`config.mk`:
```
export PLATFORM = sky130hd
export DESIGN_NAME = dlc_xfer_counter
export DESIGN_NICKNAME = d
export VERILOG_FILES = /design/src/rtl/dlc_pkg.sv /design/src/rtl/dlc_count_regs.sv /design/src/rtl/dlc_burst_calc.sv /design/src/rtl/dlc_beat_track.sv /design/src/rtl/dlc_xfer_counter.sv
export SDC_FILE = /design/constraint.sdc
export NUM_CORES = 1
export LEC_CHECK = 0
export CAP_MARGIN = 20
export CORE_MARGIN = 1
export CORE_UTILIZATION = 70
export CTS_CLUSTER_SIZE = 25
export DETAILED_ROUTE_END_ITERATION = 10
export DONT_BUFFER_PORTS = 1
export GPL_ROUTABILITY_DRIVEN = 0
export PLACE_DENSITY_LB_ADDON = 0.3
export SETUP_SLACK_MARGIN = 0.3
export SYNTH_ARGS = -nofsm -noshare
export SYNTH_HDL_FRONTEND = slang
export SYNTH_SLANG_ARGS = --single-unit
export TNS_END_PERCENT = 100
```
`constraint.sdc`:
```
create_clock -name clk_i -period 7.8 [get_ports clk_i]
set_input_delay 0.78 -clock clk_i [delete_from_list [all_inputs] [get_ports clk_i]]
set_output_delay 0.78 -clock clk_i [all_outputs]
set_load 0.02 [all_outputs]
```
`src/rtl/dlc_pkg.sv`:
```
package dlc_pkg;
  localparam int BYTE_W = 8;
  typedef enum logic [1:0] {LANE_LO = 2'd0, LANE_MID = 2'd1, LANE_HI = 2'd2} lane_e;
endpackage

```
`src/rtl/dlc_count_regs.sv`:
```
module dlc_count_regs
  import dlc_pkg::*;
#(
  parameter int CNT_BYTES = 3,
  parameter int SEL_W     = 2,
  localparam int CNT_W    = BYTE_W * CNT_BYTES
) (
  input  logic              clk_i,
  input  logic              rst_ni,
  input  logic              we_i,
  input  logic [SEL_W-1:0]  sel_i,
  input  logic [BYTE_W-1:0] wdata_i,
  input  logic              reload_i,
  input  logic              clear_i,
  output logic [CNT_W-1:0]  shadow_o,
  output logic [CNT_W-1:0]  active_o
);
  logic [BYTE_W-1:0] sh_q [CNT_BYTES];
  logic [CNT_W-1:0]  act_q;

  for (genvar b = 0; b < CNT_BYTES; b++) begin : g_lane
    always_ff @(posedge clk_i or negedge rst_ni) begin
      if (!rst_ni)                          sh_q[b] <= '0;
      else if (we_i && sel_i == SEL_W'(b))  sh_q[b] <= wdata_i;
    end
    assign shadow_o[b*BYTE_W +: BYTE_W] = sh_q[b];
  end

  // clear wins: completion (incl. zero-length start) empties the count
  always_ff @(posedge clk_i or negedge rst_ni) begin
    if (!rst_ni)       act_q <= '0;
    else if (clear_i)  act_q <= '0;
    else if (reload_i) act_q <= shadow_o;
  end

  assign active_o = act_q;
endmodule

```
`src/rtl/dlc_burst_calc.sv`:
```
module dlc_burst_calc #(
  parameter int CNT_W    = 24,
  parameter int SIZE_W   = 25,
  parameter int LEN_W    = 25,
  parameter int CMD_CAP  = 32,
  parameter int ZERO_LEN = 65536,
  localparam int CMP_W   = (SIZE_W > LEN_W) ? SIZE_W : LEN_W
) (
  input  logic [CNT_W-1:0]  cnt_i,
  input  logic              cmd_phase_i,
  input  logic [SIZE_W-1:0] rem_size_i,
  output logic [LEN_W-1:0]  len_o,
  output logic              to_dev_o
);
  logic [CMP_W-1:0]  eff, cap, pick;
  logic [SIZE_W-1:0] mag;

  always_comb begin
    to_dev_o = rem_size_i[SIZE_W-1];
    mag      = to_dev_o ? (~rem_size_i) + SIZE_W'(1) : rem_size_i;
    eff      = (cnt_i == '0) ? CMP_W'(ZERO_LEN) : CMP_W'(cnt_i);
    cap      = cmd_phase_i ? CMP_W'(CMD_CAP) : CMP_W'(mag);
    pick     = (eff < cap) ? eff : cap;
    len_o    = LEN_W'(pick);
  end
endmodule

```
`src/rtl/dlc_beat_track.sv`:
```
module dlc_beat_track #(
  parameter int LEN_W  = 25,
  parameter int BEAT_W = 8
) (
  input  logic              clk_i,
  input  logic              rst_ni,
  input  logic              start_i,
  input  logic [LEN_W-1:0]  start_len_i,
  input  logic              beat_valid_i,
  input  logic [BEAT_W-1:0] beat_bytes_i,
  output logic              finish_o,
  output logic [LEN_W-1:0]  remaining_o,
  output logic              busy_o,
  output logic              done_o
);
  logic [LEN_W-1:0] rem_q, take, rem_n;
  logic             busy_q, done_q;

  always_comb begin
    take     = (LEN_W'(beat_bytes_i) < rem_q) ? LEN_W'(beat_bytes_i) : rem_q;
    rem_n    = rem_q - take;
    finish_o = start_i ? (start_len_i == '0)
                       : (busy_q && beat_valid_i && rem_n == '0);
  end

  always_ff @(posedge clk_i or negedge rst_ni) begin
    if (!rst_ni) begin
      rem_q  <= '0;
      busy_q <= 1'b0;
      done_q <= 1'b0;
    end else begin
      done_q <= finish_o;
      if (start_i) begin
        rem_q  <= start_len_i;
        busy_q <= (start_len_i != '0);
      end else if (busy_q && beat_valid_i) begin
        rem_q  <= rem_n;
        busy_q <= (rem_n != '0);
      end
    end
  end

  assign remaining_o = rem_q;
  assign busy_o      = busy_q;
  assign done_o      = done_q;
endmodule

```
`src/rtl/dlc_xfer_counter.sv`:
```
module dlc_xfer_counter
  import dlc_pkg::*;
#(
  parameter int CNT_BYTES = 3,
  parameter int SIZE_W    = 25,
  parameter int BEAT_W    = 8,
  parameter int CMD_CAP   = 32,
  parameter int ZERO_LEN  = 65536,
  localparam int CNT_W    = BYTE_W * CNT_BYTES,
  localparam int SEL_W    = (CNT_BYTES > 1) ? $clog2(CNT_BYTES) : 1,
  localparam int LEN_W    = CNT_W + 1
) (
  input  logic              clk_i,
  input  logic              rst_ni,
  input  logic              cnt_we_i,
  input  logic [SEL_W-1:0]  cnt_sel_i,
  input  logic [BYTE_W-1:0] cnt_wdata_i,
  input  logic              cmd_valid_i,
  input  logic              cmd_dma_i,
  input  logic              cmd_xfer_i,
  input  logic              dma_en_i,
  input  logic              cmd_phase_i,
  input  logic [SIZE_W-1:0] rem_size_i,
  input  logic              beat_valid_i,
  input  logic [BEAT_W-1:0] beat_bytes_i,
  output logic [CNT_W-1:0]  count_o,
  output logic [LEN_W-1:0]  burst_len_o,
  output logic [LEN_W-1:0]  remaining_o,
  output logic              busy_o,
  output logic              dir_to_dev_o,
  output logic              tc_o,
  output logic              done_o
);
  logic [CNT_W-1:0] shadow, active, start_cnt;
  logic [LEN_W-1:0] len, len_q;
  logic reload, xfer_go, start_now, start_pend, start, finish, to_dev;
  logic en_q, pend_q, tc_q, dir_q;

  assign reload     = cmd_valid_i && cmd_dma_i;
  assign xfer_go    = reload && cmd_xfer_i;
  assign start_now  = xfer_go && dma_en_i;
  assign start_pend = pend_q && dma_en_i && !en_q;
  assign start      = start_now || start_pend;
  // a fresh command sees the shadow value that reload is copying this cycle
  assign start_cnt  = start_now ? shadow : active;

  dlc_count_regs #(.CNT_BYTES(CNT_BYTES), .SEL_W(SEL_W)) u_regs (
    .clk_i, .rst_ni,
    .we_i(cnt_we_i), .sel_i(cnt_sel_i), .wdata_i(cnt_wdata_i),
    .reload_i(reload), .clear_i(finish),
    .shadow_o(shadow), .active_o(active)
  );

  dlc_burst_calc #(
    .CNT_W(CNT_W), .SIZE_W(SIZE_W), .LEN_W(LEN_W),
    .CMD_CAP(CMD_CAP), .ZERO_LEN(ZERO_LEN)
  ) u_calc (
    .cnt_i(start_cnt), .cmd_phase_i, .rem_size_i,
    .len_o(len), .to_dev_o(to_dev)
  );

  dlc_beat_track #(.LEN_W(LEN_W), .BEAT_W(BEAT_W)) u_track (
    .clk_i, .rst_ni,
    .start_i(start), .start_len_i(len),
    .beat_valid_i, .beat_bytes_i,
    .finish_o(finish), .remaining_o, .busy_o, .done_o
  );

  always_ff @(posedge clk_i or negedge rst_ni) begin
    if (!rst_ni) begin
      en_q   <= 1'b0;
      pend_q <= 1'b0;
      tc_q   <= 1'b0;
      len_q  <= '0;
      dir_q  <= 1'b0;
    end else begin
      en_q <= dma_en_i;
      if (xfer_go && !dma_en_i) pend_q <= 1'b1;
      else if (start)           pend_q <= 1'b0;
      if (finish)     tc_q <= 1'b1;
      else if (start) tc_q <= 1'b0;
      if (start) begin
        len_q <= len;
        dir_q <= to_dev;
      end
    end
  end

  assign count_o      = active;
  assign burst_len_o  = len_q;
  assign dir_to_dev_o = dir_q;
  assign tc_o         = tc_q;
endmodule

```
==> impl_results.md, run 1 <==
* Status: finished clean
* WL/cell at around 21 um
* I/O pins at between 100 and 150
* Syn Area/Cell at between 8 and 9 um^2
* Largest family of logic cells by synthesized area: simple AND/OR/NAND/NOR gates
* Die area at around 11000 um^2
* Worst slack at placement at 2370 ps
* Die Y at 104 um
* CTS Buf Count at 9
* Clock root buffer: clkbuf_8
* Grt total ovfl at 0
* YS warnings at 0
* Share of cells above drive strength 1 at 15.0%
* Max cap viols at 0
* Cts repair resizes at 0
* Worst Path Required at 8060 ps
* Fin crit share at between 70% and 80%
* Post-CTS Setup Repair Bufs at 0
* Most common cell after layout, fill and taps aside: dfrtp_1
* Met3 routed WL at roughly 1900 um
* CP Capture Type: flip-flop
* First-pass GRT wire length at about 32000 um
* Die width at 104 um
* Simple-gate area share of the yosys netlist at 23.0%
* Clock latency on the worst-skew pair at just under 400 ps
* Mux cell area share after synthesis at between 10% and 20%
* Core area at 9910 um^2
* Compound-Gate Fraction of Synth Area at 16.5%
* H-tree depth at 3
* Layout area overhead at 2.92%
* Clock Tree Buf Depth at 2
* Synth area leader: dfrtp_1
* RSZ-0062 raised after global routing: false
* Nets at 876
* Final hold vios at 0
* Distinct cells, synth at 71
* Sequential share of the synthesized area at around 36%
* Syn nets at just over 900
* Max rail drop VDD at 0.186 mV
* Cell Rows at 36
* Post-synth ARST share at 100%
* Setup tns final at 0 ps
* Initial antenna violation count at 0
* Least-Margin Pin Slew at 1000 ps
* EDFF count, synth at 0
* First-pass DRT Iterations at 8
* Total GRT Usage at a little under two fifths
* Post-Syn Area at 7280 um^2
* Dpl hpwl at 14600 um
* CTS sink count at 104
* Vias in the first global route at 6153
* Clk pin slew, worst setup/hold paths at 110 ps
* Routed wire length at around 19000 um
* Setup slack, reg-to-reg at roughly 2200 ps
* Vias/cell at 6.94
* Final Worst Setup Slack at 2210 ps
* Yosys reg bits at 104
* Cell Pwr Density at 307 nW/um^2
* Max Freq at 0.179 GHz
* Most frequent cells in the layout: dfrtp_1 (104), nand2_1 (93), nor2_1 (54), o21ai_0 (51), mux2_2 (48)
* Top cells by area, synth: dfrtp_1 (36%), mux2_2 (7.4%), ha_1 (6.7%)
* CTS tree: built
* Crit Path Category: reg2reg
* Largest net degree at the start of global routing at 105
* # port buffers at 0
* Tmin final at about 5600 ps
* Final Util at 75.6%
* Hold-fix buffers at CTS at 0
* Skew final at 20.6 ps
* Cells after Synth at 813
* Met1 WL at 7610 um
* Post-synthesis adder-cell area fraction at under 10%
* Via count at 6400
* LEAKAGE at 3.13 nW
* Slew Limit Fails at 0
* Hold WC Path Type: in2async
* DRC at 0
* Max-slew headroom at 32.9%
* Largest fanout on the critical path at 26
* Top layer in use: met4
* Reg2reg path depth at 16
* Metal2 WL at 9150 um
* Setup violators final at 0
* # diodes at 0
* Routed Antenna Nets at 0
* Post-Synth XOR/XNOR Area at 3.97%
* Synth top area share at 35.8%
* Initial Util at 73.4%
* Ys flop type: dfrtp_1
* Critical Path Source Type: flip-flop
* Initial drt markers at 701
* WP data arrival at 5850 ps
## worst max-delay path, stage by stage (launching register included)
cell,delay [ps]
dfrtp_1,490
or3_1,460
nor4_1,510
nand2b_1,220
a211oi_2,740
mux2_2,420
ha_1,190
inv_1,70
fa_1,440
nor3_1,190
nand4b_1,120
a2111oi_0,500
nor4bb_1,310
o2111ai_1,180
o2bb2ai_2,140
buf_4,390
a21oi_1,80
## report_power, final
| part | switching (mW) | leakage, nW | internal (mW) | total [mW] |
|---|---|---|---|---|
| Combinational | 0.493 | 1.77 | 0.383 | 0.877 |
| Sequential | 0.400 | 1.27 | 0.702 | 1.10 |
| Clock | 0.197 | 0.0869 | 0.122 | 0.319 |
| Total | 1.09 | 3.13 | 1.21 | 2.30 |
## Yosys cell counts, types with 5 or more instances
cell / count
inv_1: 19
dfrtp_1: 104
a21o_1: 9
nand3_1: 35
xnor2_1: 20
ha_1: 39
o21ai_0: 51
a31oi_1: 6
a21oi_2: 19
or2_2: 12
mux2_2: 48
nand4_1: 5
nor3_1: 29
buf_2: 5
o31ai_1: 9
nand2b_1: 7
nand2_1: 93
mux2i_1: 19
a211oi_1: 7
nor2b_1: 10
nor2_1: 54
clkbuf_1: 36
or4_1: 10
xor2_1: 13
a21oi_1: 39
nor4_1: 15
or3_1: 8
o21a_1: 5
nand3b_1: 15
## routing by layer
| metal | vias to the layer above | track usage, % |
|---|---|---|
| met4 | 0 | 16.6 |
| met3 | 69 | 8.46 |
| li1 | 2889 | - |
| met5 | - | 0 |
| met1 | 3075 | 48.1 |
| met2 | 367 | 58.5 |
## cell families after synthesis
logic type	Yosys count
multiplexers	67
XOR/XNOR	33
AO/OA/AOI/OAI	180
AND/OR/NAND/NOR	322
adder cells (fa/ha/maj)	40
buffers and inverters	67
flip-flops	104
## registers in the layout, summed over array words and instances, names as in the netlist
name	cells
burst_len_o	25
dir_to_dev_o	1
u_track.done_o	1
pend_q	1
u_regs.shadow_o	24
u_regs.active_o	24
en_q	1
tc_o	1
u_track.remaining_o	25
u_track.busy_o	1
## final cells by class
class	instances	area (um^2)
clock buffers	11	131
clock inverters	5	45.0
fillers	722	2420
inverters	20	75.1
multi-input cells	642	4420
flip-flops and latches	104	2600
well taps	133	166
repair buffers	7	52.6
## per-stage QoR
step	hold WS (ps)	total power, mW	std cells	cell area [um^2]
finish	73.4	2.30	922	7490
global route	59.0	2.43	922	7490
CTS	68.9	2.27	922	7490
detailed placement	487	1.96	906	7310
global placement	487	1.90	906	7310
floorplan	484	1.72	813	7280
## worst paths after layout
| path | end | from |
|---|---|---|
| setup / recovery | u_regs.active_o[4] | u_track.remaining_o[19] |
| hold / removal | u_regs.shadow_o[1] | rst_ni |
| setup reg to reg | u_regs.active_o[4] | u_track.remaining_o[19] |
| hold reg to reg | u_regs.shadow_o[12] | u_regs.shadow_o[12] |
| max in group asynchronous | burst_len_o[20] | rst_ni |
| min in group clk_i | en_q | dma_en_i |
(Power assumes the default switching activity.)
==> inputs of run 2 (changes only) <==
--- a/config.mk
+++ b/config.mk
@@ -5,9 +5,10 @@
 export SDC_FILE = /design/constraint.sdc
 export NUM_CORES = 1
 export LEC_CHECK = 0
+export ABC_AREA = 1
 export CAP_MARGIN = 20
 export CORE_MARGIN = 1
-export CORE_UTILIZATION = 70
+export CORE_UTILIZATION = 59
 export CTS_CLUSTER_SIZE = 25
 export DETAILED_ROUTE_END_ITERATION = 10
 export DONT_BUFFER_PORTS = 1
==> constraint.sdc (replaced) <==
create_clock -name clk_i -period 5 [get_ports clk_i]
set_input_delay 0.5 -clock clk_i [delete_from_list [all_inputs] [get_ports clk_i]]
set_output_delay 0.5 -clock clk_i [all_outputs]
set_load 0.02 [all_outputs]
==> impl_results.md, run 2 <==
* Largest net degree at the start of global routing at 105
* Status: finished clean
* Routed wire length at ~20000 um
* Cell Rows at 40
* Initial antenna violation count at 0
* Critical path buffer and inverter count at 3
* # port buffers at 0
* Ys flop type: dfrtp_1
* Via count at 7075
* Synth top area share at 35.1%
* Initial Util at between 60% and 70%
* Top cells by area, synth: dfrtp_1 (35%), nand2_1 (17%), inv_1 (6.6%)
* DRC at 0
* Max rail drop VDD at about 0.34 mV
* Crit path top cell by count: nand2_1
* Post-Syn Area at about 7400 um^2
* Share of cells above drive strength 1 at 8.34%
* Synth area leader: dfrtp_1
* Most common library cells after synthesis: nand2_1 (328), inv_1 (131), nor2_1 (108)
* Max Freq at 0.228 GHz
* Initial drt markers at 614
* Largest fanout on the critical path at 12
* Vias in the first global route at slightly below 7000
* Reg2reg path depth at 26
* CP startpoint: u_track.remaining_o[4]
* Most frequent cells in the layout: nand2_1 (328), inv_1 (131), nor2_1 (105), dfrtp_1 (99), o21ai_0 (71)
* Post-synth ARST share at 100%
* Total GRT Usage at 32.3%
* First-pass DRT Iterations at 5
* Cell Pwr Density at around 510 nW/um^2
* Clock latency on the worst-skew pair at between 300 and 400 ps
* EDFF count, synth at 0
* Slew Limit Fails at 0
* First-pass GRT wire length at 32700 um
* Nets at 1154
* Crit Path Category: reg2reg
* Syn Area/Cell at 6.96 um^2
* Max-slew headroom at 32.8%
* Fin crit share at 87.6%
* LEAKAGE at roughly 4.2 nW
* Final Worst Setup Slack at just over 600 ps
* I/O pins at 130
* Cells after Synth at 1066
* Setup violators final at 0
* Max cap viols at 0
* Syn nets at 1158
* Routed Antenna Nets at 0
* Number of stages on the worst setup path at 26
* Die width at between 100 and 150 um
* Die area at between 10000 and 15000 um^2
* Clock root buffer: clkbuf_16
* CTS sink count at roughly 100
* Clock Tree Buf Depth at 2
* CP max stage delay at around 450 ps
* WP data arrival at between 4000 and 5000 ps
* Final hold vios at 0
* Dpl hpwl at 15200 um
* # diodes at 0
* H-tree depth at 3
* Setup tns final at 0 ps
* CTS Buf Count at 9
* Sequential share of the synthesized area at between 30% and 40%
* Crit path max-delay family: simple AND/OR/NAND/NOR gates
* Most common cell after layout, fill and taps aside: nand2_1
* Grt total ovfl at 0
* Least-Margin Pin Slew at 1010 ps
* Worst slack at placement at roughly 350 ps
* WL/cell at about 16 um
* Worst Path Required at 5240 ps
* Critical Path Source Type: flip-flop
* Skew final at 11.2 ps
* Tmin final at about 4400 ps
* CP Capture Type: flip-flop
* YS warnings at 0
* RSZ-0062 raised after global routing: false
* Distinct cells, synth at 47
* Clk pin slew, worst setup/hold paths at 70 ps
* Die Y at approximately 110 um
* Max stage delay cell, worst path: dfrtp_2
* Yosys reg bits at 104
* Worst r2r src: u_track.remaining_o[4]
* Core area at about 12000 um^2
* Top-count cell post-synth: nand2_1
* Hold WC Path Type: in2async
* Vias/cell at 5.73
* Layout area overhead at 7.33%
* CTS tree: built
[run 2: worst reg2reg max path, stage by stage, from the launching register on]
cell	delay, ps
dfrtp_2	450
inv_1	100
ha_1	300
nand2_1	60
or3_1	360
a31oi_1	140
o21ai_1	110
buf_4	190
a21oi_1	180
ha_1	320
a21oi_1	210
nor2_1	70
nor2_1	110
nand2_1	100
nand2_1	130
nand2_1	130
nor2_4	160
nand3_1	90
nand2_1	100
nand2_1	60
nor2_1	100
nand3_1	110
nor2_2	190
nand3_4	160
nand2_4	150
buf_12	160
nor2_2	40
[run 2: path summary, 6_finish.rpt]
kind                                      endpoint  slack (ps)
setup / recovery               u_regs.active_o[18]         620
hold / removal             u_track.remaining_o[12]          40
setup reg to reg               u_regs.active_o[18]         620
hold reg to reg                u_regs.shadow_o[18]         510
max in group asynchronous   u_track.remaining_o[3]        4510
min in group clk_i                            en_q         170
[run 2: cell type report]
| class | instances | area, um^2 |
|---|---|---|
| fill | 1126 | 4190 |
| multi-input combinational | 794 | 4190 |
| sequential | 104 | 2610 |
| inverter | 136 | 510 |
| clock buffer | 10 | 239 |
| tap | 168 | 210 |
| timing repair buffer | 17 | 160 |
| clock inverter | 6 | 50.0 |
[run 2: power by group]
group / total, mW / leakage, nW / internal [mW] / switching (mW)
Combinational: 1.77 / 2.74 / 0.621 / 1.15
Sequential: 1.58 / 1.29 / 1.10 / 0.477
Clock: 0.694 / 0.142 / 0.360 / 0.335
[run 2: cells by family (layout without fill, tap and decap cells)]
logic type               count (synthesis)  count (layout)  share of synthesized area, %
AND/OR/NAND/NOR                        575             576                          33.5
buffers and inverters                  169             169                          9.37
AO/OA/AOI/OAI                          148             148                          11.5
flip-flops                             104             104                          35.1
adder cells (fa/ha/maj)                 40              40                          6.84
XOR/XNOR                                20              20                          2.36
multiplexers                            10              10                          1.35
[run 2: what timing repair did]
action                                  4_1_cts  5_1_grt
endpoints found under the setup margin       20       26
gates cloned                                  0        1
hold buffers                                  1        0
buffers inserted                              0        1
resized for setup                             1       12
endpoints found under the hold margin       104        0
pin swaps                                     0        2
[run 2: metal layers]
metal,wire length (um),up-vias,global-route usage (%)
met3,1530,55,8.89
met1,8300,3315,39.0
li1,-,3437,-
met5,0,-,0
met2,9860,268,54.5
met4,675,0,13.3
[run 2: stage by stage]
stage	instances	instance area [um^2]	total power [mW]	hold slack, ps	utilization [%]
after floorplan	1066	7420	2.86	204	-
after detailed placement	1216	7570	3.29	206	62.3
final	1235	7970	4.05	44.4	65.5
after global routing	1235	7970	4.35	86.6	65.5
after CTS	1233	7900	4.02	91.9	65.0
after global placement	1216	7570	3.24	206	62.3
==> inputs of run 3 (changes only) <==
--- a/config.mk
+++ b/config.mk
@@ -5,9 +5,8 @@
 export SDC_FILE = /design/constraint.sdc
 export NUM_CORES = 1
 export LEC_CHECK = 0
-export ABC_AREA = 1
 export CAP_MARGIN = 20
-export CORE_MARGIN = 1
+export CORE_MARGIN = 3
 export CORE_UTILIZATION = 59
 export CTS_CLUSTER_SIZE = 25
 export DETAILED_ROUTE_END_ITERATION = 10
==> impl_results.md, run 3 (synthesis gave the netlist of run 1 again) <==
* Slew Limit Fails at 0
* Post-CTS Setup Repair Bufs at 0
* Die width at 117 um
* Nets at 884
* CP Capture Type: flip-flop
* Most frequent cells in the layout: dfrtp_1 (102), nand2_1 (93), nor2_1 (54), o21ai_0 (50), mux2_2 (48)
* GRT met1 Usage at 40.0%
* Tmin final at 4550 ps
* Max-slew headroom at 39.3%
* Total GRT Usage at between 20% and 30%
* Clock latency on the worst-skew pair at 350 ps
* Crit-path cells: nor3_1, nand3_1, nand2b_1, a211oi_2, mux2_2, ha_1, inv_1, fa_1, nor3_1, nand4b_1, a2111oi_4, nor4bb_2, o2111ai_1, o2bb2ai_4, clkbuf_16, a21oi_2
* Initial Util at 62.1%
* Initial antenna violation count at 0
* Max stage delay cell, worst path: dfrtp_1
* Skew final at 9.66 ps
* Clock root buffer: clkbuf_16
* Grt total ovfl at 0
* Max rail drop VDD at 0.230 mV
* Worst Path Required at about 5200 ps
* Die area at 13700 um^2
* CTS tree: built
* # port buffers at 0
* Max cap viols at 0
* Top Usage Layer GRT: met2
* Clk pin slew, worst setup/hold paths at 80 ps
* Crit Path Category: reg2reg
* Final hold vios at 0
* Die Y at 117 um
* Core area at 11700 um^2
* Clock Tree Buf Depth at 2
* First-pass GRT wire length at 31600 um
* CTS Buf Count at 9
* RSZ-0062 raised after global routing: false
* H-tree depth at 3
* Placed Instances at between 900 and 1000
* Max Freq at approximately 0.22 GHz
* Share of cells above drive strength 1 at between 15 and 20%
* Most common cell after layout, fill and taps aside: dfrtp_1
* Fin crit share at 90.9%
* Largest net degree at the start of global routing at 105
* I/O pins at 130
* Vias/cell at between 6 and 7
* Initial drt markers at 526
* Largest fanout on the critical path at 13
* LEAKAGE at 3.25 nW
* CP max stage delay at 500 ps
* Met3 usage at 6.32%
* Dpl hpwl at 15100 um
* Via count at 6398
* Crit path max-delay family: simple AND/OR/NAND/NOR gates
* Vias in the first global route at 6103
* Layout area overhead at 7.58%
* Met2 usage at between 40% and 50%
* CTS sink count at 104
* Routed wire length at 20400 um
* Cell Pwr Density at 501 nW/um^2
* Critical Path Source Type: flip-flop
* WL/cell at 21.7 um
* Non-Filler Instances at 940
* Critical path buffer and inverter count at 2
* Final Util at between 60% and 70%
* First-pass DRT Iterations at 5
* # diodes at 0
* Status: finished clean
* Cell Rows at 39
* Crit path top cell by count: nor3_1
* Least-Margin Pin Slew at 908 ps
* Hold WC Path Type: in2async
* Setup violators final at 0
* Setup tns final at 0 ps
* DRC at 0
* WP data arrival at 4790 ps
* Routed Antenna Nets at 0
==> run 3: per-layer routing <==
metal  vias to the layer above  part of all wire, %
met5                         -                    0
met4                         0                  3.4
li1                       2915                    -
met3                        48                  9.8
met2                       344                   47
met1                      3091                   40
==> run 3: cell type report <==
type | instances | area [um^2]
Multi-Input combinational cell | 642 | 4490
Sequential cell | 104 | 2610
Clock buffer | 9 | 225
Clock inverter | 7 | 90.1
Fill cell | 923 | 3880
Tap cell | 143 | 179
Timing Repair Buffer | 15 | 166
Inverter | 20 | 75.1
==> run 3: final timing paths <==
kind / endpoint / cells past startpoint / from / slack (ps)
worst max-delay path: u_regs.active_o[13] / 16 / u_track.remaining_o[13] / 450
worst min-delay path: u_regs.shadow_o[15] / 1 / rst_ni / 60
worst max register to register: u_regs.active_o[13] / 16 / u_track.remaining_o[13] / 450
worst min register to register: pend_q / 2 / pend_q / 550
max in group asynchronous: u_track.remaining_o[19] / 1 / rst_ni / 4500
min in group clk_i: en_q / 0 / dma_en_i / 170
==> run 3: power breakdown <==
| part | internal [mW] | switching (mW) | total [mW] |
|---|---|---|---|
| Combinational | 0.634 | 0.865 | 1.50 |
| Clock | 0.399 | 0.340 | 0.739 |
| Sequential | 1.10 | 0.588 | 1.69 |
| Total | 2.13 | 1.79 | 3.92 |
==> run 3: stage by stage <==
step	hold WS, ps	worst slack, ps	power [mW]	instance area [um^2]
3_5_place_dp	207	228	3.09	7380
4_1_cts	88.7	303	3.86	7730
2_1_floorplan	204	363	2.68	7280
5_1_grt	91.9	273	4.15	7830
3_3_place_gp	207	413	3.02	7380
6_report	60.1	454	3.92	7830
==> run 3: repair_timing <==
action                                  4_1_cts  5_1_grt
pin swaps                                     0        3
endpoints found under the setup margin       27       36
cloned                                        0        1
hold buffers                                  1        0
gates resized for setup                       3       14
endpoints found under the hold margin       104        0
